## config.mk

```make
export PLATFORM = sky130hd
export DESIGN_NAME = lcd_rep_top
export DESIGN_NICKNAME = d
export VERILOG_FILES = /design/src/rtl/lcd_rep_pkg.sv /design/src/rtl/lcd_rep_mode_sel.sv /design/src/rtl/lcd_rep_seq.sv /design/src/rtl/lcd_rep_dp.sv /design/src/rtl/lcd_rep_top.sv
export SDC_FILE = /design/constraint.sdc
export NUM_CORES = 1
export LEC_CHECK = 0
export CELL_PAD_IN_SITES_DETAIL_PLACEMENT = 0
export CELL_PAD_IN_SITES_GLOBAL_PLACEMENT = 1
export CORE_UTILIZATION = 35
export CTS_BUF_LIST = sky130_fd_sc_hd__clkbuf_8
export CTS_CLUSTER_SIZE = 8
export DETAILED_ROUTE_END_ITERATION = 12
export PLACE_DENSITY_LB_ADDON = 0.12
export SLEW_MARGIN = 15
export SYNTH_ARGS = -nofsm -noshare
export SYNTH_HDL_FRONTEND = slang
export SYNTH_SLANG_ARGS = --single-unit
export TNS_END_PERCENT = 100
```

## constraint.sdc

```tcl
create_clock -name clk -period 2.17 [get_ports clk]
set_input_delay 0.651 -clock clk [delete_from_list [all_inputs] [get_ports clk]]
set_output_delay 0.651 -clock clk [all_outputs]
set_load 0.05 [all_outputs]
```

## src/rtl/lcd_rep_pkg.sv

```systemverilog
package lcd_rep_pkg;

  typedef enum logic [1:0] {
    RM_ONCE  = 2'd0,
    RM_TWICE = 2'd1,
    RM_PAIR  = 2'd2
  } rep_mode_e;

  typedef enum logic [1:0] {
    SRC_FIFO = 2'd0,
    SRC_A    = 2'd1,
    SRC_B    = 2'd2
  } src_e;

  localparam int PH_W = 2;

  // Pair bit dominates; it alone still gives the paired pattern.
  function automatic rep_mode_e decode_mode(input logic word_bit, input logic pair_bit);
    if (pair_bit)      return RM_PAIR;
    else if (word_bit) return RM_TWICE;
    else               return RM_ONCE;
  endfunction

  // Final phase index of a pattern before wrapping to its start.
  function automatic logic [PH_W-1:0] last_phase(input rep_mode_e m);
    case (m)
      RM_TWICE: return 2'd1;
      RM_PAIR:  return 2'd3;
      default:  return 2'd0;
    endcase
  endfunction

  // Which stored word a replay phase shows.
  function automatic src_e replay_src(input rep_mode_e m, input logic [PH_W-1:0] ph);
    if (ph == 2'd1) return (m == RM_TWICE) ? SRC_A : SRC_B;
    else if (ph == 2'd2) return SRC_A;
    else return SRC_B;
  endfunction

endpackage

```

## src/rtl/lcd_rep_mode_sel.sv

```systemverilog
module lcd_rep_mode_sel
  import lcd_rep_pkg::*;
(
  input  logic      rep_word,
  input  logic      rep_pair,
  output rep_mode_e mode_req
);
  always_comb mode_req = decode_mode(rep_word, rep_pair);
endmodule

```

## src/rtl/lcd_rep_seq.sv

```systemverilog
module lcd_rep_seq
  import lcd_rep_pkg::*;
(
  input  logic            clk,
  input  logic            rst,
  input  logic            en,
  input  logic            in_valid,
  input  rep_mode_e       mode_req,
  output logic            pop,
  output logic            ld_a,
  output logic            ld_b,
  output logic            drive,
  output logic            starve,
  output src_e            sel,
  output logic            pair_armed
);
  logic [PH_W-1:0] ph;
  rep_mode_e       mode_q;
  rep_mode_e       start_mode;
  logic            at_start;
  logic            need;

  always_comb begin
    at_start   = (ph == '0);
    start_mode = pair_armed ? RM_PAIR : mode_req;
    need       = en && at_start;
    starve     = need && !in_valid;
    pop        = need && in_valid;
    ld_a       = pop && !pair_armed && (start_mode != RM_ONCE);
    ld_b       = pop && pair_armed;
    drive      = en && (!at_start || (pop && !(start_mode == RM_PAIR && !pair_armed)));
    if (at_start) sel = pair_armed ? SRC_A : SRC_FIFO;
    else          sel = replay_src(mode_q, ph);
  end

  always_ff @(posedge clk) begin
    if (rst) begin
      ph         <= '0;
      pair_armed <= 1'b0;
      mode_q     <= RM_ONCE;
    end else if (en) begin
      if (at_start) begin
        if (pop) begin
          if (!pair_armed) begin
            mode_q <= start_mode;
            if (start_mode == RM_TWICE)     ph <= 2'd1;
            else if (start_mode == RM_PAIR) pair_armed <= 1'b1;
          end else begin
            pair_armed <= 1'b0;
            ph         <= 2'd1;
          end
        end
      end else begin
        ph <= (ph == last_phase(mode_q)) ? '0 : ph + 2'd1;
      end
    end
  end

  // nothing is taken from the FIFO while a repeat is replaying.
  assert_no_pop_mid_repeat_R10: assert property (@(posedge clk) disable iff (rst)
    (ph != '0) |-> !pop);

  // the latched pattern cannot change while a pattern is under way.
  assert_mode_locked_R9: assert property (@(posedge clk) disable iff (rst)
    ((ph != '0) || pair_armed) |=> $stable(mode_q));

  // a frozen sequencer keeps its position.
  assert_freeze_R7: assert property (@(posedge clk) disable iff (rst)
    !en |=> ($stable(ph) && $stable(pair_armed)));
endmodule

```

## src/rtl/lcd_rep_dp.sv

```systemverilog
module lcd_rep_dp
  import lcd_rep_pkg::*;
#(
  parameter int DATA_W = 16
) (
  input  logic              clk,
  input  logic              rst,
  input  logic [DATA_W-1:0] in_data,
  input  logic              ld_a,
  input  logic              ld_b,
  input  logic              drive,
  input  logic              starve,
  input  src_e              sel,
  output logic [DATA_W-1:0] bus_data,
  output logic              bus_wr,
  output logic              underflow
);
  logic [DATA_W-1:0] hold_a;
  logic [DATA_W-1:0] hold_b;
  logic [DATA_W-1:0] next_word;

  always_comb begin
    case (sel)
      SRC_A:   next_word = hold_a;
      SRC_B:   next_word = hold_b;
      default: next_word = in_data;
    endcase
  end

  always_ff @(posedge clk) begin
    if (rst) begin
      hold_a    <= '0;
      hold_b    <= '0;
      bus_data  <= '0;
      bus_wr    <= 1'b0;
      underflow <= 1'b0;
    end else begin
      if (ld_a) hold_a <= in_data;
      if (ld_b) hold_b <= in_data;
      if (drive) bus_data <= next_word;
      bus_wr    <= drive;
      underflow <= underflow | starve;
    end
  end

  // the bus holds its value on every cycle without a strobe.
  assert_hold_bus_R8: assert property (@(posedge clk) disable iff (rst)
    !bus_wr |-> $stable(bus_data));

  // underflow is sticky until reset.
  assert_uflow_sticky_R8: assert property (@(posedge clk) disable iff (rst)
    underflow |=> underflow);
endmodule

```

## src/rtl/lcd_rep_top.sv

```systemverilog
module lcd_rep_top
  import lcd_rep_pkg::*;
#(
  parameter int DATA_W = 16
) (
  input  logic              clk,
  input  logic              rst,
  input  logic              en,
  input  logic              rep_word,
  input  logic              rep_pair,
  input  logic              in_valid,
  input  logic [DATA_W-1:0] in_data,
  output logic              in_ready,
  output logic [DATA_W-1:0] bus_data,
  output logic              bus_wr,
  output logic              underflow
);
  rep_mode_e mode_req;
  logic      pop, ld_a, ld_b, drive, starve, pair_armed;
  src_e      sel;

  lcd_rep_mode_sel u_mode (
    .rep_word (rep_word),
    .rep_pair (rep_pair),
    .mode_req (mode_req)
  );

  lcd_rep_seq u_seq (
    .clk        (clk),
    .rst        (rst),
    .en         (en),
    .in_valid   (in_valid),
    .mode_req   (mode_req),
    .pop        (pop),
    .ld_a       (ld_a),
    .ld_b       (ld_b),
    .drive      (drive),
    .starve     (starve),
    .sel        (sel),
    .pair_armed (pair_armed)
  );

  lcd_rep_dp #(.DATA_W(DATA_W)) u_dp (
    .clk       (clk),
    .rst       (rst),
    .in_data   (in_data),
    .ld_a      (ld_a),
    .ld_b      (ld_b),
    .drive     (drive),
    .starve    (starve),
    .sel       (sel),
    .bus_data  (bus_data),
    .bus_wr    (bus_wr),
    .underflow (underflow)
  );

  assign in_ready = pop;

  // a word is taken only when offered and enabled.
  assert_ready_qualified_R10: assert property (@(posedge clk) disable iff (rst)
    in_ready |-> (in_valid && en));

  // a strobe follows only an enabled cycle.
  assert_wr_needs_en_R7: assert property (@(posedge clk) disable iff (rst)
    bus_wr |-> $past(en));

  // no strobe while half a pair is held.
  assert_pair_waits_R6: assert property (@(posedge clk) disable iff (rst)
    pair_armed |-> !bus_wr);
endmodule

```

# After elaboration in Yosys (flattened, before gate mapping)
# Cells that the tools add are included.
# classes
div	0
bitwise_logic	2
n_lt_le_gt_ge	0
eq_ne	11
n_reduce_logical	19
n_mux	21
n_mul	0
n_addsub	1
shifts	0
# ops
op	n
$pmux 16 s2	1
$mux 2	14
$logic_and 1x1->1	9
$eq 2x1->1 const B	4
$eq 2x2->1 const B	4
$reduce_and 3->1	2
$mux 1	5
$logic_not 1->1	4
$pmux 2 s2	1
$reduce_and 4->1	1
$ne 3x2->1 const B	1
$add 2x1->2 const B	1
$eq 2x2->1	1
$logic_not 2->1	1
$ne 2x2->1 const B	1
$reduce_bool 2->1	1
$logic_or 1x1->1	1
$not 1->1	1
$or 1x1->1	1
# totals
wordCells	62
inputBits	22
latch_bits	0
memories	0
reg_bits	55
ramBits	0
output_inout_bits	19
romBits	0

# Logic depth before layout (Yosys ltp)
# depth
depth_word	9
mapped_depth	10
mapped_depth_nobuf	7

# Cells and area by module
# Synthesis repeated with hierarchy kept, for this count alone.
# unflattened
cells_unflattened	259
area_unflattened_um2	2517.4
# modules_own_cells
module	seq_area_each_um2	cells_per_inst	area_each_um2	n_inst
lcd_rep_dp	1001.0	207	2107.0	1
lcd_rep_seq	100.1	50	389.1	1
lcd_rep_mode_sel	0.0	2	21.3	1

# Least setup slack after synthesis
# No wires, ideal clock.
# synth_timing
path_type	register to register
startpoint	register u_seq.ph[0]
endpoint	register u_dp.hold_b[12]
period_less_slack_ps	1970
required_ps	2099
arrival_time_ps	1900
n_path_buf	3
stages_incl_launch_ff	11
slack_ps	200
setup_ps	71
path_cell_list	dfxtp_1 > inv_1 > ha_1 > buf_4 > nand3_2 > inv_1 > and2_1 > clkbuf_2 > buf_2 > nand2_1 > a21oi_1
# synth_via
elab_chain_len	4
# synth_rtl
item	line	source
from (decl)	lcd_rep_seq.sv:17	logic [PH_W-1:0] ph;
from (signal assigned)	lcd_rep_seq.sv:54	ph <= (ph == last_phase(mode_q)) ? '0 : ph + 2'd1;
$logic_not 2->1	lcd_rep_seq.sv:24	at_start = (ph == '0);
$logic_and 1x1->1	lcd_rep_seq.sv:26	need = en && at_start;
$logic_and 1x1->1	lcd_rep_seq.sv:28	pop = need && in_valid;
via in_ready	lcd_rep_top.sv:13	output logic in_ready,
$logic_and 1x1->1	lcd_rep_seq.sv:30	ld_b = pop && pair_armed;
to (signal assigned)	lcd_rep_dp.sv:39	if (ld_b) hold_b <= in_data;
to (decl)	lcd_rep_dp.sv:19	logic [DATA_W-1:0] hold_b;
# The timed path passes the listed nets, and every way through them passes these cells.
# A chain may end at the register's enable or synchronous reset.

# Worst setup path after layout
# layout_timing
startpoint	register u_dp.bus_data[14]
endpoint	output port bus_data[14]
# layout_lines
item	line	source
from (decl)	lcd_rep_dp.sv:14	output logic [DATA_W-1:0] bus_data,
from (signal assigned)	lcd_rep_dp.sv:40	if (drive) bus_data <= next_word;
to (decl)	lcd_rep_top.sv:14	output logic [DATA_W-1:0] bus_data,
# No word-level cell between the ends.

==> results.md <==
- Final nets: about 370
- Largest net degree at the start of global routing: between 50 and 60
- GRT Util Overall: approximately a fifth
- Post-synth EDFFs: 0
- Fill cell count: ~710
- Final-report setup violation count: 0
- Setup TNS: 0 ns
- Static Leak: roughly 1.3 nW
- Final non-filler cell total: 436
- Unrepaired setup endpoints after global routing: false
- Largest stage delay on the critical path: between 0.8 and 0.9 ns
- Diodes inserted: 0
- Worst hold path class: reg2reg
- Total wire length: 6.74 mm
- PortBufs: 40
- Pre-CTS setup slack: -0.0603 ns
- Antenna viol nets, final: 0
- Cells along the critical path: clkdlybuf4s50_1
- Cell variety after synth: 35
- Worst setup path class: reg2out
- CTS Root Cell: clkbuf_8
- Crit Path Max Fanout: 2
- Postcts setup bufs: 0
- Post-placement cell count: approximately 430
- Synth top cells by count: 55 x dfxtp_1, 55 x nand2_1, 20 x a21oi_1, 20 x nor2_1, 18 x mux2i_1
- Final period util: a little over nine tenths
- CTS tree: built
- Slew Limit Fails: 0
- Via-to-Cell Ratio: slightly above 5
- Crit path from: u_dp.bus_data[14]
- Via count: about 2.2k
- Iter 0 DRT Violations: approximately 120
- Remaining DRCs: 0
- Reg clk slew, reported paths: roughly 0.10 ns
- Worst-margin pin slew: 0.500 ns
- Final Skew: 0.00342 ns
- Rows: 30
- Synth top area share: a little over two fifths
- Synth Register Bits: between 50 and 60
- 1st-pass router iterations: 5
- DIE HEIGHT: 88.0 µm
- Num CTS Buffers: 5
- Initial antenna violation count: 0
- Drt wl/cell: roughly 15 µm
- Top cells by area, synth: dfxtp_1 43%, nand2_1 8.0%, mux2i_1 7.0%, o221ai_1 5.4%, a22oi_1 4.6%
- Worst endpoint required time: between 1.5 and 2 ns
- Post-Synthesis Cells: 293
- Maximum Capacitance Violations: 0
- Cell taking the most area after synthesis: dfxtp_1
- Vias in the first global route: ~2.2k
- Sequential share of the synthesized area: between 40% and 50%
- Final hold slack: around 0.46 ns
- Die width: between 80 and 90 µm
- Ys flop type: dfxtp_1
- Total overflow reported by the global router: 0
- Cell area after synthesis: 0.00259 mm²
- Worst setup SP type: flop
- Crit path max-delay family: buffers and inverters
- DIE AREA: 0.00774 mm²
- Peak VDD IR: 0.297 mV
- Slowest CP cell: clkdlybuf4s50_1
- # H-tree levels: 2
- First-pass GRT wire length: ~11 mm
- Reg area: 0.00110 mm²
- Starting density of the core: 37.0%
- Fmax: 472 MHz
- WP data arrival: 1.47 ns
- Outcome: complete, no violations
- Footprint of the multi-input gates: between 0.001 and 0.0015 mm²
- Worst hold path startpoint: u_dp.hold_b[9]
- Syn_area_per_cell: between 8 and 9 µm²
- Buf/Inv on CP: 1
- Final Hold Violating Endpoints: 0
- HPWL after DPL: around 4.3 mm
- P&R area growth vs syn: 29.7%
- Total clock sinks: 55
- CORE AREA: between 0.006 and 0.007 mm²
- Ports: 41
- Launch point of the worst reg-to-reg path: u_seq.ph[1]
- Post-route minimum period: between 2 and 2.5 ns
- CTS Buffer Depth: 2
- Worst setup EP type: output pin
- P per Cell Area: about 670 mW/mm²
- Synth async-reset ratio: 0%
- Yosys warning count: 0
- Routability cong.: a little over 0.7
- Post-synthesis net count: around 320
- Layout cell share with drive strength beyond 1: a little over an eighth
- Skew-Pair Late Insertion Delay: between 0.3 and 0.4 ns
- Final Worst Setup Slack: 0.0536 ns
- Slew margin rel.: roughly two thirds
worst reg2reg max path, stage by stage, from the launching register on:
cell and delay, ns:
dfxtp_1 0.37, inv_1 0.16, ha_1 0.22, mux2i_1 0.37
o2111a_1 0.24, buf_4 0.25, a22oi_1 0.12, o221ai_1 0.20
worst paths after layout:
check / end / slack [ns] / depth (start not counted)
worst max-delay path: bus_data[14] / 0.05 / 1
worst min-delay path: u_dp.hold_b[9] / 0.46 / 2
worst max register to register: u_dp.bus_data[3] / 0.16 / 7
worst min register to register: u_dp.hold_b[9] / 0.46 / 2
per-layer routing:
layer | share of wire [%] | GRT usage (%) | wire length, µm | vias up
li1 | - | - | - | 1123
met1 | 49 | 26.4 | 3280 | 1066
met2 | 47 | 30.2 | 3170 | 43
met3 | 3.2 | 2.36 | 219 | 8
met4 | 1.1 | 5.96 | 72 | 0
met5 | 0 | 0 | 0 | -
flip-flops by register name, summed over array words and instances (netlist names):
name	flops
u_dp.bus_data	16
u_dp.bus_wr	1
u_dp.hold_a	16
u_dp.hold_b	16
u_dp.underflow	1
u_seq.mode_q	2
u_seq.pair_armed	1
u_seq.ph	2
cell type report:
cell class              instances  area share (%)
flip-flops and latches         55            32.8
repair buffers                 62            19.2
clock buffers                   6            2.46
multi-input cells             206            39.7
inverters                       9            1.01
clock inverters                 2            1.16
well taps                      96            3.58
cell families after synthesis:
| kind of cell | after synthesis | synth area share, % |
|---|---|---|
| XOR/XNOR | 2 | 0.677 |
| buffers and inverters | 32 | 6.39 |
| multiplexers | 18 | 6.97 |
| flip-flops | 55 | 42.6 |
| AND/OR/NAND/NOR | 118 | 22.2 |
| AO/OA/AOI/OAI | 60 | 17.3 |
| adder cells (fa/ha/maj) | 8 | 3.87 |
stage by stage:
stage                     power (mW)  util [%]  instance area [µm²]
final                           2.23      48.0                 3350
after CTS                       2.26      47.7                 3330
after global placement          1.53      45.9                 3210
after detailed placement        1.53      45.9                 3210
after global routing            2.33      48.0                 3350
after floorplan                 1.35         -                 2590
what timing repair did:
item                       4_1_cts  5_1_grt
gates resized for setup          2        7
hold buffers                     0        0
setup endpoints to repair        1        5
report_power, final:
group | internal, mW | switching, mW
combinational | 0.178 | 0.254
clock | 0.380 | 0.350
sequential | 1.05 | 0.0230
total | 1.61 | 0.627
layout by cell type, fill, tap and decap left out, types with 2 or more instances in the layout:
| cell | n |
|---|---|
| o221ai_1 | 16 |
| dfxtp_1 | 55 |
| a22oi_1 | 16 |
| buf_4 | 22 |
| nor3b_1 | 16 |
| o21ai_0 | 2 |
| clkdlybuf4s50_1 | 26 |
| nor2b_1 | 3 |
| nand2_1 | 55 |
| buf_12 | 7 |
| mux2i_1 | 18 |
| nand3_1 | 16 |
| inv_1 | 7 |
| nor2_1 | 20 |
| a21oi_1 | 20 |
| dlymetal6s2s_1 | 6 |
| ha_1 | 7 |
| and2_1 | 2 |
| clkbuf_8 | 6 |
(Power assumes the default switching activity.)
